--- config.mk ---
export PLATFORM = sky130hd
export DESIGN_NAME = tdc2_seq
export DESIGN_NICKNAME = d
export VERILOG_FILES = /design/src/rtl/tdc2_pkg.sv /design/src/rtl/tdc2_therm_dec.sv /design/src/rtl/tdc2_fall_pair.sv /design/src/rtl/tdc2_seq.sv
export SDC_FILE = /design/constraint.sdc
export NUM_CORES = 1
export LEC_CHECK = 0
export ABC_CLOCK_PERIOD_IN_PS = 3350
export CORE_MARGIN = 1
export CORE_UTILIZATION = 50
export CTS_CLUSTER_SIZE = 25
export DETAILED_ROUTE_END_ITERATION = 16
export DONT_BUFFER_PORTS = 1
export PLACE_DENSITY = 0.72
export SLEW_MARGIN = 15
export SYNTH_ARGS = -nofsm -noshare
export SYNTH_HDL_FRONTEND = slang
export SYNTH_HIERARCHICAL = 1
export SYNTH_SLANG_ARGS = --single-unit
--- constraint.sdc ---
create_clock -name clk -period 3.35 [get_ports clk]
set_input_delay 0.335 -clock clk [delete_from_list [all_inputs] [get_ports clk]]
set_output_delay 0.335 -clock clk [all_outputs]
set_load 0.03 [all_outputs]
--- src/rtl/tdc2_pkg.sv ---
package tdc2_pkg;
  typedef enum logic [1:0] {
    ST_IDLE   = 2'd0,
    ST_COARSE = 2'd1,
    ST_FINE   = 2'd2,
    ST_ENCODE = 2'd3
  } tdc2_state_e;
endpackage

--- src/rtl/tdc2_therm_dec.sv ---
// Counts the run of ones from bit 0 and flags any 1 above that run.
module tdc2_therm_dec #(
  parameter int W  = 8,
  parameter int CW = $clog2(W + 1)
) (
  input  logic [W-1:0]  code_i,
  output logic [CW-1:0] ones_o,
  output logic          bubble_o
);
  logic          run;
  logic [CW-1:0] cnt;

  always_comb begin
    run = 1'b1;
    cnt = '0;
    for (int i = 0; i < W; i++) begin
      if (run && code_i[i]) cnt = cnt + 1'b1;
      else                  run = 1'b0;
    end
  end

  always_comb begin
    bubble_o = 1'b0;
    for (int i = 0; i < W; i++) begin
      if (code_i[i] && (i >= int'(cnt))) bubble_o = 1'b1;
    end
  end

  assign ones_o = cnt;

  always_comb begin
    assert_count_bound_R8: assert (int'(ones_o) <= W);
  end
endmodule

--- src/rtl/tdc2_fall_pair.sv ---
// Remembers falls on two lines while armed; done when both have fallen.
module tdc2_fall_pair (
  input  logic clk,
  input  logic rst,
  input  logic arm_i,
  input  logic a_i,
  input  logic b_i,
  output logic done_o
);
  logic a_q, b_q, seen_a_q, seen_b_q;
  logic fell_a, fell_b;

  assign fell_a = a_q & ~a_i;
  assign fell_b = b_q & ~b_i;

  always_ff @(posedge clk) begin
    if (rst) begin
      a_q      <= 1'b0;
      b_q      <= 1'b0;
      seen_a_q <= 1'b0;
      seen_b_q <= 1'b0;
    end else begin
      a_q      <= a_i;
      b_q      <= b_i;
      seen_a_q <= arm_i & ~done_o & (seen_a_q | fell_a);
      seen_b_q <= arm_i & ~done_o & (seen_b_q | fell_b);
    end
  end

  assign done_o = arm_i & (seen_a_q | fell_a) & (seen_b_q | fell_b);

  assert_seen_needs_arm_R10: assert property (@(posedge clk) disable iff (rst)
    (seen_a_q | seen_b_q) |-> $past(arm_i));
endmodule

--- src/rtl/tdc2_seq.sv ---
module tdc2_seq
  import tdc2_pkg::*;
#(
  parameter int CRS_STAGES = 4,
  parameter int FIN_STAGES = 8,
  parameter int CRS_WEIGHT = 9,
  localparam int CRS_CW  = $clog2(CRS_STAGES + 1),
  localparam int FIN_CW  = $clog2(FIN_STAGES + 1),
  localparam int RES_MAX = CRS_WEIGHT * CRS_STAGES + FIN_STAGES,
  localparam int RES_W   = $clog2(RES_MAX + 1)
) (
  input  logic                  clk,
  input  logic                  rst,
  input  logic                  trig_i,
  input  logic                  crs_start_i,
  input  logic                  crs_stop_i,
  input  logic [CRS_STAGES-1:0] crs_therm_i,
  input  logic                  fin_start_i,
  input  logic                  fin_stop_i,
  input  logic [FIN_STAGES-1:0] fin_therm_i,
  output logic                  crs_en_o,
  output logic                  fine_en_o,
  output logic [CRS_STAGES-1:0] dly_ctl_o,
  output logic [RES_W-1:0]      result_o,
  output logic                  valid_o,
  output logic                  bubble_err_o
);
  tdc2_state_e state_q;

  logic [CRS_CW-1:0]     crs_ones, crs_cnt_q;
  logic [FIN_CW-1:0]     fin_ones, fin_cnt_q;
  logic                  crs_bub, fin_bub;
  logic                  crs_done, fin_done;
  logic [CRS_STAGES-1:0] fine_mask;

  tdc2_therm_dec #(.W(CRS_STAGES), .CW(CRS_CW)) u_crs_dec (
    .code_i(crs_therm_i), .ones_o(crs_ones), .bubble_o(crs_bub));

  tdc2_therm_dec #(.W(FIN_STAGES), .CW(FIN_CW)) u_fin_dec (
    .code_i(fin_therm_i), .ones_o(fin_ones), .bubble_o(fin_bub));

  tdc2_fall_pair u_crs_fall (
    .clk(clk), .rst(rst), .arm_i(state_q == ST_COARSE),
    .a_i(crs_start_i), .b_i(crs_stop_i), .done_o(crs_done));

  tdc2_fall_pair u_fin_fall (
    .clk(clk), .rst(rst), .arm_i(state_q == ST_FINE),
    .a_i(fin_start_i), .b_i(fin_stop_i), .done_o(fin_done));

  // Fine-phase control: keep the lowest (k-1) bits of the coarse count set.
  genvar g;
  generate
    for (g = 0; g < CRS_STAGES; g++) begin : g_mask
      assign fine_mask[g] = (g + 1) < int'(crs_ones);
    end
  endgenerate

  always_ff @(posedge clk) begin
    if (rst) begin
      state_q      <= ST_IDLE;
      crs_en_o     <= 1'b0;
      fine_en_o    <= 1'b0;
      dly_ctl_o    <= '1;
      result_o     <= '0;
      valid_o      <= 1'b0;
      bubble_err_o <= 1'b0;
      crs_cnt_q    <= '0;
      fin_cnt_q    <= '0;
    end else begin
      valid_o <= 1'b0;
      unique case (state_q)
        ST_IDLE: begin
          dly_ctl_o <= '1;
          if (trig_i) begin
            state_q  <= ST_COARSE;
            crs_en_o <= 1'b1;
          end
        end
        ST_COARSE: begin
          if (crs_done) begin
            crs_cnt_q <= crs_ones;
            dly_ctl_o <= fine_mask;
            crs_en_o  <= 1'b0;
            fine_en_o <= 1'b1;
            state_q   <= ST_FINE;
            if (crs_bub) bubble_err_o <= 1'b1;
          end
        end
        ST_FINE: begin
          if (fin_done) begin
            fin_cnt_q <= fin_ones;
            fine_en_o <= 1'b0;
            state_q   <= ST_ENCODE;
            if (fin_bub) bubble_err_o <= 1'b1;
          end
        end
        ST_ENCODE: begin
          result_o  <= RES_W'(CRS_WEIGHT * int'(crs_cnt_q) + int'(fin_cnt_q));
          valid_o   <= 1'b1;
          dly_ctl_o <= '1;
          state_q   <= ST_IDLE;
        end
        default: state_q <= ST_IDLE;
      endcase
    end
  end

  assert_ctl_max_in_coarse_R2: assert property (@(posedge clk) disable iff (rst)
    crs_en_o |-> (dly_ctl_o == '1));
  assert_phases_exclusive_R3: assert property (@(posedge clk) disable iff (rst)
    !(crs_en_o && fine_en_o));
  assert_coarse_to_fine_R3: assert property (@(posedge clk) disable iff (rst)
    $fell(crs_en_o) |-> fine_en_o);
  assert_fine_mask_top_clear_R4: assert property (@(posedge clk) disable iff (rst)
    fine_en_o |-> !dly_ctl_o[CRS_STAGES-1]);
  assert_valid_after_fine_R6: assert property (@(posedge clk) disable iff (rst)
    $fell(fine_en_o) |=> valid_o);
  assert_valid_single_R6: assert property (@(posedge clk) disable iff (rst)
    valid_o |=> !valid_o);
  assert_result_range_R6: assert property (@(posedge clk) disable iff (rst)
    valid_o |-> (int'(result_o) <= RES_MAX));
  assert_bubble_sticky_R8: assert property (@(posedge clk) disable iff (rst)
    bubble_err_o |=> bubble_err_o);
  assert_no_restart_R9: assert property (@(posedge clk) disable iff (rst)
    (fine_en_o && trig_i) |=> !crs_en_o);
endmodule

After elaboration in Yosys (flattened, before gate mapping):

Index checks and enable logic that the tools add are counted.

* register bits: 31
* output and inout port bits: 14
* logic and storage cells: 163

* bitwise logic cells: 24
* muxes and demuxes: 52
* add/sub/neg operators: 11
* reductions and logical operators: 34
* multiply operators: 1
* equality and inequality tests: 8
* order comparisons: 16

Operators with widths (number)
* 1-bit 2-to-1 mux: 33
* 4-bit 2-to-1 mux: 8
* 4-bit by 1-bit adder with 4-bit output (second input constant): 6
* 1-bit logical AND: 22
* 3-bit by 4-bit >= comparator with 1-bit output (first input constant): 4
* 1-bit AND: 14
* 2-bit != test (second input constant): 5
* 3-bit 2-to-1 mux: 3
* 3-bit AND reduction: 3
* 1-bit by 4-bit >= comparator with 1-bit output (first input constant): 2
* 2-bit by 4-bit >= comparator with 1-bit output (first input constant): 2
* 2-bit case mux with 4 select lines: 1
* 4-bit case mux with 2 select lines: 1
* 3-bit by 1-bit adder with 3-bit output (second input constant): 2
* 6-bit by 4-bit adder with 6-bit output: 1
* 1-bit by 3-bit >= comparator with 1-bit output (first input constant): 2
* 2-bit by 3-bit >= comparator with 1-bit output (first input constant): 2
* 2-bit by 3-bit < comparator with 1-bit output (first input constant): 2
* 4-bit by 3-bit multiplier with 6-bit output (first input constant): 1
* 2-bit 2-to-1 mux: 3
* 1-bit inverter: 6
* 1-bit case mux with 2 select lines: 3
* 2-bit AND reduction: 3
* 2-bit nonzero test: 3
* other kinds (9): 14

Depth between registers and ports, before layout:

* depth after elaboration: 28
* gate-level depth with buffers: 17

Cells and area by module:

The synthesis kept the hierarchy.

By module, submodules not included
* tdc2_seq: times used 1, cells each 136, area each 1207.4 µm², seq. area each 460.4 µm²
* tdc2_therm_dec at u_fin_dec: times used 1, cells each 68, area each 490.5 µm², seq. area each 0.0 µm²
* tdc2_fall_pair: times used 2, cells each 15, area each 175.2 µm², seq. area each 80.1 µm²
* tdc2_therm_dec at u_crs_dec: times used 1, cells each 13, area each 85.1 µm², seq. area each 0.0 µm²

Least setup slack after synthesis:

Ideal clock, no wire load.

* kind: input port to flip-flop
* start: in fin_therm_i[2]
* end: reg bubble_err_o
* path buffers: 0
* required time: 3.280 ns
* stages: 17
* slack: -0.053 ns
* library setup time: 0.070 ns
* arrival time: 3.332 ns
* cell sequence: inv_1 -> a21boi_0 -> ha_1 -> o31a_1 -> ha_1 -> nand2b_1 -> a32o_1 -> ha_1 -> mux2i_1 -> nand2_1 -> a32o_2 -> nor2_1 -> o22ai_1 -> a211oi_2 -> a21boi_0 -> a211o_1 -> a21oi_1

* cells in the longest elaborated chain, start to end: 24

RTL lines
* from (decl): RTL line tdc2_seq.sv:20 `input logic [FIN_STAGES-1:0] fin_therm_i,`
* 1-bit logical AND *: RTL line tdc2_therm_dec.sv:17 `if (run && code_i[i]) cnt = cnt + 1'b1;`
* 4-bit 2-to-1 mux or 1-bit 2-to-1 mux (tied branches): RTL line tdc2_therm_dec.sv:17
* 4-bit by 1-bit adder with 4-bit output or 1-bit logical AND (tied branches): RTL line tdc2_therm_dec.sv:17
* 4-bit 2-to-1 mux or 1-bit 2-to-1 mux (tied branches): RTL line tdc2_therm_dec.sv:17
* 4-bit by 1-bit adder with 4-bit output or 1-bit logical AND (tied branches): RTL line tdc2_therm_dec.sv:17
* 4-bit 2-to-1 mux or 1-bit 2-to-1 mux (tied branches): RTL line tdc2_therm_dec.sv:17
* 4-bit by 1-bit adder with 4-bit output or 1-bit logical AND (tied branches): RTL line tdc2_therm_dec.sv:17
* 4-bit 2-to-1 mux or 1-bit 2-to-1 mux (tied branches): RTL line tdc2_therm_dec.sv:17
* [4 not listed]
* net fin_ones[1]: RTL line tdc2_seq.sv:31 `logic [FIN_CW-1:0] fin_ones, fin_cnt_q;`
* 1-bit by 4-bit >= comparator with 1-bit output: RTL line tdc2_therm_dec.sv:25 `if (code_i[i] && (i >= int'(cnt))) bubble_o = 1'b1;`
* 1-bit logical AND: RTL line tdc2_therm_dec.sv:25
* 1-bit 2-to-1 mux (7 in series): RTL line tdc2_therm_dec.sv:25
* 1-bit 2-to-1 mux *: RTL line tdc2_therm_dec.sv:25
* net fin_bub: RTL line tdc2_seq.sv:32 `logic crs_bub, fin_bub;`
* 2-bit != test (no line) *
* 5-bit AND reduction (no line) *
* to (signal assigned): RTL line tdc2_seq.sv:66 `bubble_err_o <= 1'b0;`
* to (signal assigned): RTL line tdc2_seq.sv:86 `if (crs_bub) bubble_err_o <= 1'b1;`
* to (signal assigned): RTL line tdc2_seq.sv:94 `if (fin_bub) bubble_err_o <= 1'b1;`
* to (decl): RTL line tdc2_seq.sv:26 `output logic bubble_err_o`

Mark *: on every way through the listed nets, which the timed path passes. The rest lies on a longest branch.
A chain may end at the register's enable or synchronous reset.

Worst setup path after layout:

* start: in fin_therm_i[0]
* end: reg bubble_err_o

* cells in the longest elaborated chain, start to end: 27

RTL lines (RTL line)
* 1-bit 2-to-1 mux: tdc2_therm_dec.sv:17
* 1-bit by 1-bit adder with 2-bit output or 1-bit logical AND (tied branches): tdc2_therm_dec.sv:17
* 4-bit 2-to-1 mux or 1-bit 2-to-1 mux (tied branches): tdc2_therm_dec.sv:17
* 4-bit by 1-bit adder with 4-bit output or 1-bit logical AND (tied branches): tdc2_therm_dec.sv:17
* 4-bit 2-to-1 mux or 1-bit 2-to-1 mux (tied branches): tdc2_therm_dec.sv:17
* 4-bit by 1-bit adder with 4-bit output or 1-bit logical AND (tied branches): tdc2_therm_dec.sv:17
* 4-bit 2-to-1 mux or 1-bit 2-to-1 mux (tied branches): tdc2_therm_dec.sv:17
* 4-bit by 1-bit adder with 4-bit output or 1-bit logical AND (tied branches): tdc2_therm_dec.sv:17
* [7 not listed]
* net fin_ones[1]: tdc2_seq.sv:31
* 1-bit by 4-bit >= comparator with 1-bit output: tdc2_therm_dec.sv:25
* 1-bit logical AND: tdc2_therm_dec.sv:25
* 1-bit 2-to-1 mux (7 in series): tdc2_therm_dec.sv:25
* 1-bit 2-to-1 mux *: tdc2_therm_dec.sv:25
* net fin_bub: tdc2_seq.sv:32
* 2-bit != test (no line) *
* 5-bit AND reduction (no line) *

Marks and branches as above.

==> results.md <==
* Fin. Hold Viols at 0
* #FFs+latches synth at 31
* Initial antenna violation count at 0
* Power Internal at between 0.0006 and 0.0007 W
* Crit Path Category: in2reg
* Worst path arrival time at 3.37 ns
* DP Worst Slack at -0.0940 ns
* Number of enable flip-flop cells after synthesis at 0
* Layout filler cell count at 371
* Reg2Reg Depth at 6
* Switching power at roughly 0.00033 W
* Mux cell area share after synthesis at 2.35%
* Post-DR wirelength/cell at 13.6 um
* Routed met3 length at a little over 200 um
* Post-synthesis compound-gate area fraction at 23.8%
* Min-Delay Path Depth at 1
* Die area at approximately 0.0045 mm^2
* Vias in the first global route at roughly 1600
* Ratio of cells with drive above 1 in the final layout at 13.4%
* Min-delay src: rst
* Commonest cells in the synthesized netlist: dfxtp_1, nand2_1, inv_1, a21oi_1, ha_1
* Syn nets at 284
* Slew Viols, Final at 0
* Layout Skew at 0.00687 ns
* FF-to-FF setup slack at roughly 1.5 ns
* CTS root buf: clkbuf_8
* Largest family of logic cells by synthesized area: simple AND/OR/NAND/NOR gates
* Starting density of the core at between 50% and 60%
* DRC Markers at 0
* First-pass GRT wire length at 6.77 mm
* Post-Synth Simple-Gate Area at 24.9%
* Sequential cell area fraction in the yosys report at 29.1%
* Ys async rst share at 0%
* XOR/XNOR Fraction of Synth Area at 1.64%
* Max layer used: met4
* I/O Buffers at 0
* Total GRT Usage at 19.6%
* Overall Power at 0.000997 W
* Final wirelength at 4.05 mm
* Routed via count at 1719
* Clk network pwr share at 29.6%
* Slew Limit Headroom at 69.7%
* WHS at 0.118 ns
* Clock-pin slew on the worst setup and hold paths at 0.07 ns
* FMAX at 0.317 GHz
* Hold WC Path Type: in2reg
* Worst-Skew Late Latency at 0.28 ns
* M1 wire length at 1.89 mm
* Unrepaired setup endpoints after global routing: no
* Mapped Area at 0.00213 mm^2
* Die Y at 67.3 um
* Dpl hpwl at 3.01 mm
* Top-count cell post-synth: dfxtp_1
* Post-CTS Setup Bufs at 0
* PwrDens at roughly 440 mW/mm^2
* Vias/cell at 5.79
* Reg2reg start: state_q[1]$_SDFFE_PP0P_
* Synth area leaders: dfxtp_1, ha_1, nand2_1
* Sequential share of power at between 40% and 50%
* Syn. warnings at 6
* H-tree depth at 2
* Final setup margin at 0.195 ns
* Setup TNS at 0 ns
* Total core area at 0.00406 mm^2
* CTS buffer count at 5
* NumNets Final at 284
* Yosys top cell by area: dfxtp_1
* Post-CTS Hold Buffers at 0
* Cells after Synth at ~250
* Drt pass-1 iters at 4
* Combinational share of power at between 20% and 30%
* Final clock period utilization by the worst path at 94.2%
* Cell row count at 23
* Post-synth top flop: dfxtp_1
* Num ports at 33
* Critical Path End Type: flop
* CP Data Required Time at 3.57 ns
* Peak supply drop at 0.348 mV
* Leak at 0.885 nW
* Largest net degree at the start of global routing at 37
* Run status: complete, no violations
* Post-Synth Adder-Cell Area at 10.9%
* CTS tree: yes
* Netlist cell types at 58
* Post-DRT Antenna Nets at 0
* CTS Sinks at 31
* Gr ovfl total at 0
* Fin crit period at 3.15 ns
* Hold Path Sink: u_crs_fall/a_q$_SDFF_PP0_
* Sw Share at 33.1%
* WL met2 at 1.90 mm
* CTS resizes at 0
* Die X at 67.3 um
* Crit path max fanout at 5
* Layout area overhead at 5.63%
* Initial DRC count at 61
* Max-capacitance violation count at 0
* Slew @ Worst Pin at 0.451 ns
* N_diodes at 0
* Setup Viol. Count Final at 0
* Yosys top cell area share at 29.1%
* Worst r2r dst: dly_ctl_o[3]$_SDFFE_PP1P_
* GPL Wtd Cong at 0.810
* Synth Area per Inst at 8.64 um^2
* Worst-case clock buffer depth at 2
* Crit start category: primary input
[state kept, by name, indices dropped and copies added (netlist names), 2 cells and up]
name       cells
crs_cnt_q      3
dly_ctl_o      4
fin_cnt_q      4
result_o       6
state_q        2
[layout make-up]
type / count / area, um^2 / share of cell area, %
Multi-Input combinational cell: 185 / 1370 / 61.0
Sequential cell: 31 / 621 / 27.5
Clock buffer: 6 / 82.6 / 3.66
Inverter: 19 / 71.3 / 3.16
Tap cell: 50 / 62.6 / 2.78
Timing Repair Buffer: 5 / 37.5 / 1.67
Clock inverter: 1 / 5.00 / 0.222
[power by group through the flow]
stage	registers [W]	logic, W	clock network [W]
floorplan	0.000448	0.000229	0
global placement	0.000455	0.000247	0
detailed placement	0.000455	0.000250	0
CTS	0.000446	0.000252	0.000301
global route	0.000450	0.000284	0.000315
finish	0.000447	0.000255	0.000295
[stage by stage]
stage | instance area (um^2) | utilization [%] | std cells
6_report | 2250 | 55.5 | 297
4_1_cts | 2250 | 55.5 | 297
3_5_place_dp | 2170 | 53.4 | 290
5_1_grt | 2250 | 55.5 | 297
2_1_floorplan | 2150 | - | 247
3_3_place_gp | 2170 | 53.4 | 290
[metal layers]
layer / global-route usage [%] / vias to the layer above
met1: 24.8 / 802
met4: 5.59 / 0
met5: 0 / -
li1: - / 874
met3: 5.41 / 6
met2: 32.1 / 37
[worst max-delay path, cell delays in order]
cell	delay, ns
and2_2	0.21
ha_4	0.25
o31a_1	0.27
ha_1	0.28
nand2b_1	0.15
a32o_1	0.25
ha_1	0.29
mux2i_1	0.13
nand2_1	0.06
a32o_2	0.27
nor2_1	0.08
o22ai_1	0.10
a211oi_2	0.22
a21boi_0	0.11
a211o_1	0.24
a21oi_1	0.13
[cell usage in the layout (no fill, tap or decap), drive strengths merged, types with 4 or more instances in the layout]
cell,count
a211oi,6
a21boi,7
a21oi,18
and2b,4
buf,5
clkbuf,6
dfxtp,31
ha,17
inv,19
mux2i,5
nand2,29
nand2b,14
nand3,9
nor2,13
nor2b,10
xnor2,4
[worst max path at each step]
stage	start	endpoint	slack (ns)	cells after the start
5_1_grt	fin_therm_i[2]	bubble_err_o$_SDFFE_PP0P_	0.05	17
3_3_place_gp	fin_therm_i[0]	bubble_err_o$_SDFFE_PP0P_	-0.004	16
3_5_place_dp	fin_therm_i[0]	bubble_err_o$_SDFFE_PP0P_	-0.09	16
4_1_cts	fin_therm_i[0]	bubble_err_o$_SDFFE_PP0P_	0.19	16
2_1_floorplan	fin_therm_i[0]	bubble_err_o$_SDFFE_PP0P_	0.03	16
6_report	fin_therm_i[0]	bubble_err_o$_SDFFE_PP0P_	0.20	16
[cell families after synthesis]
family          count (synthesis)
fa+ha+maj                      18
simple gates                   94
flops                          31
xor+xnor                        4
buf+inv                        31
mux                             5
compound gates                 64
No activity file was read; power rests on OpenSTA's default activity.
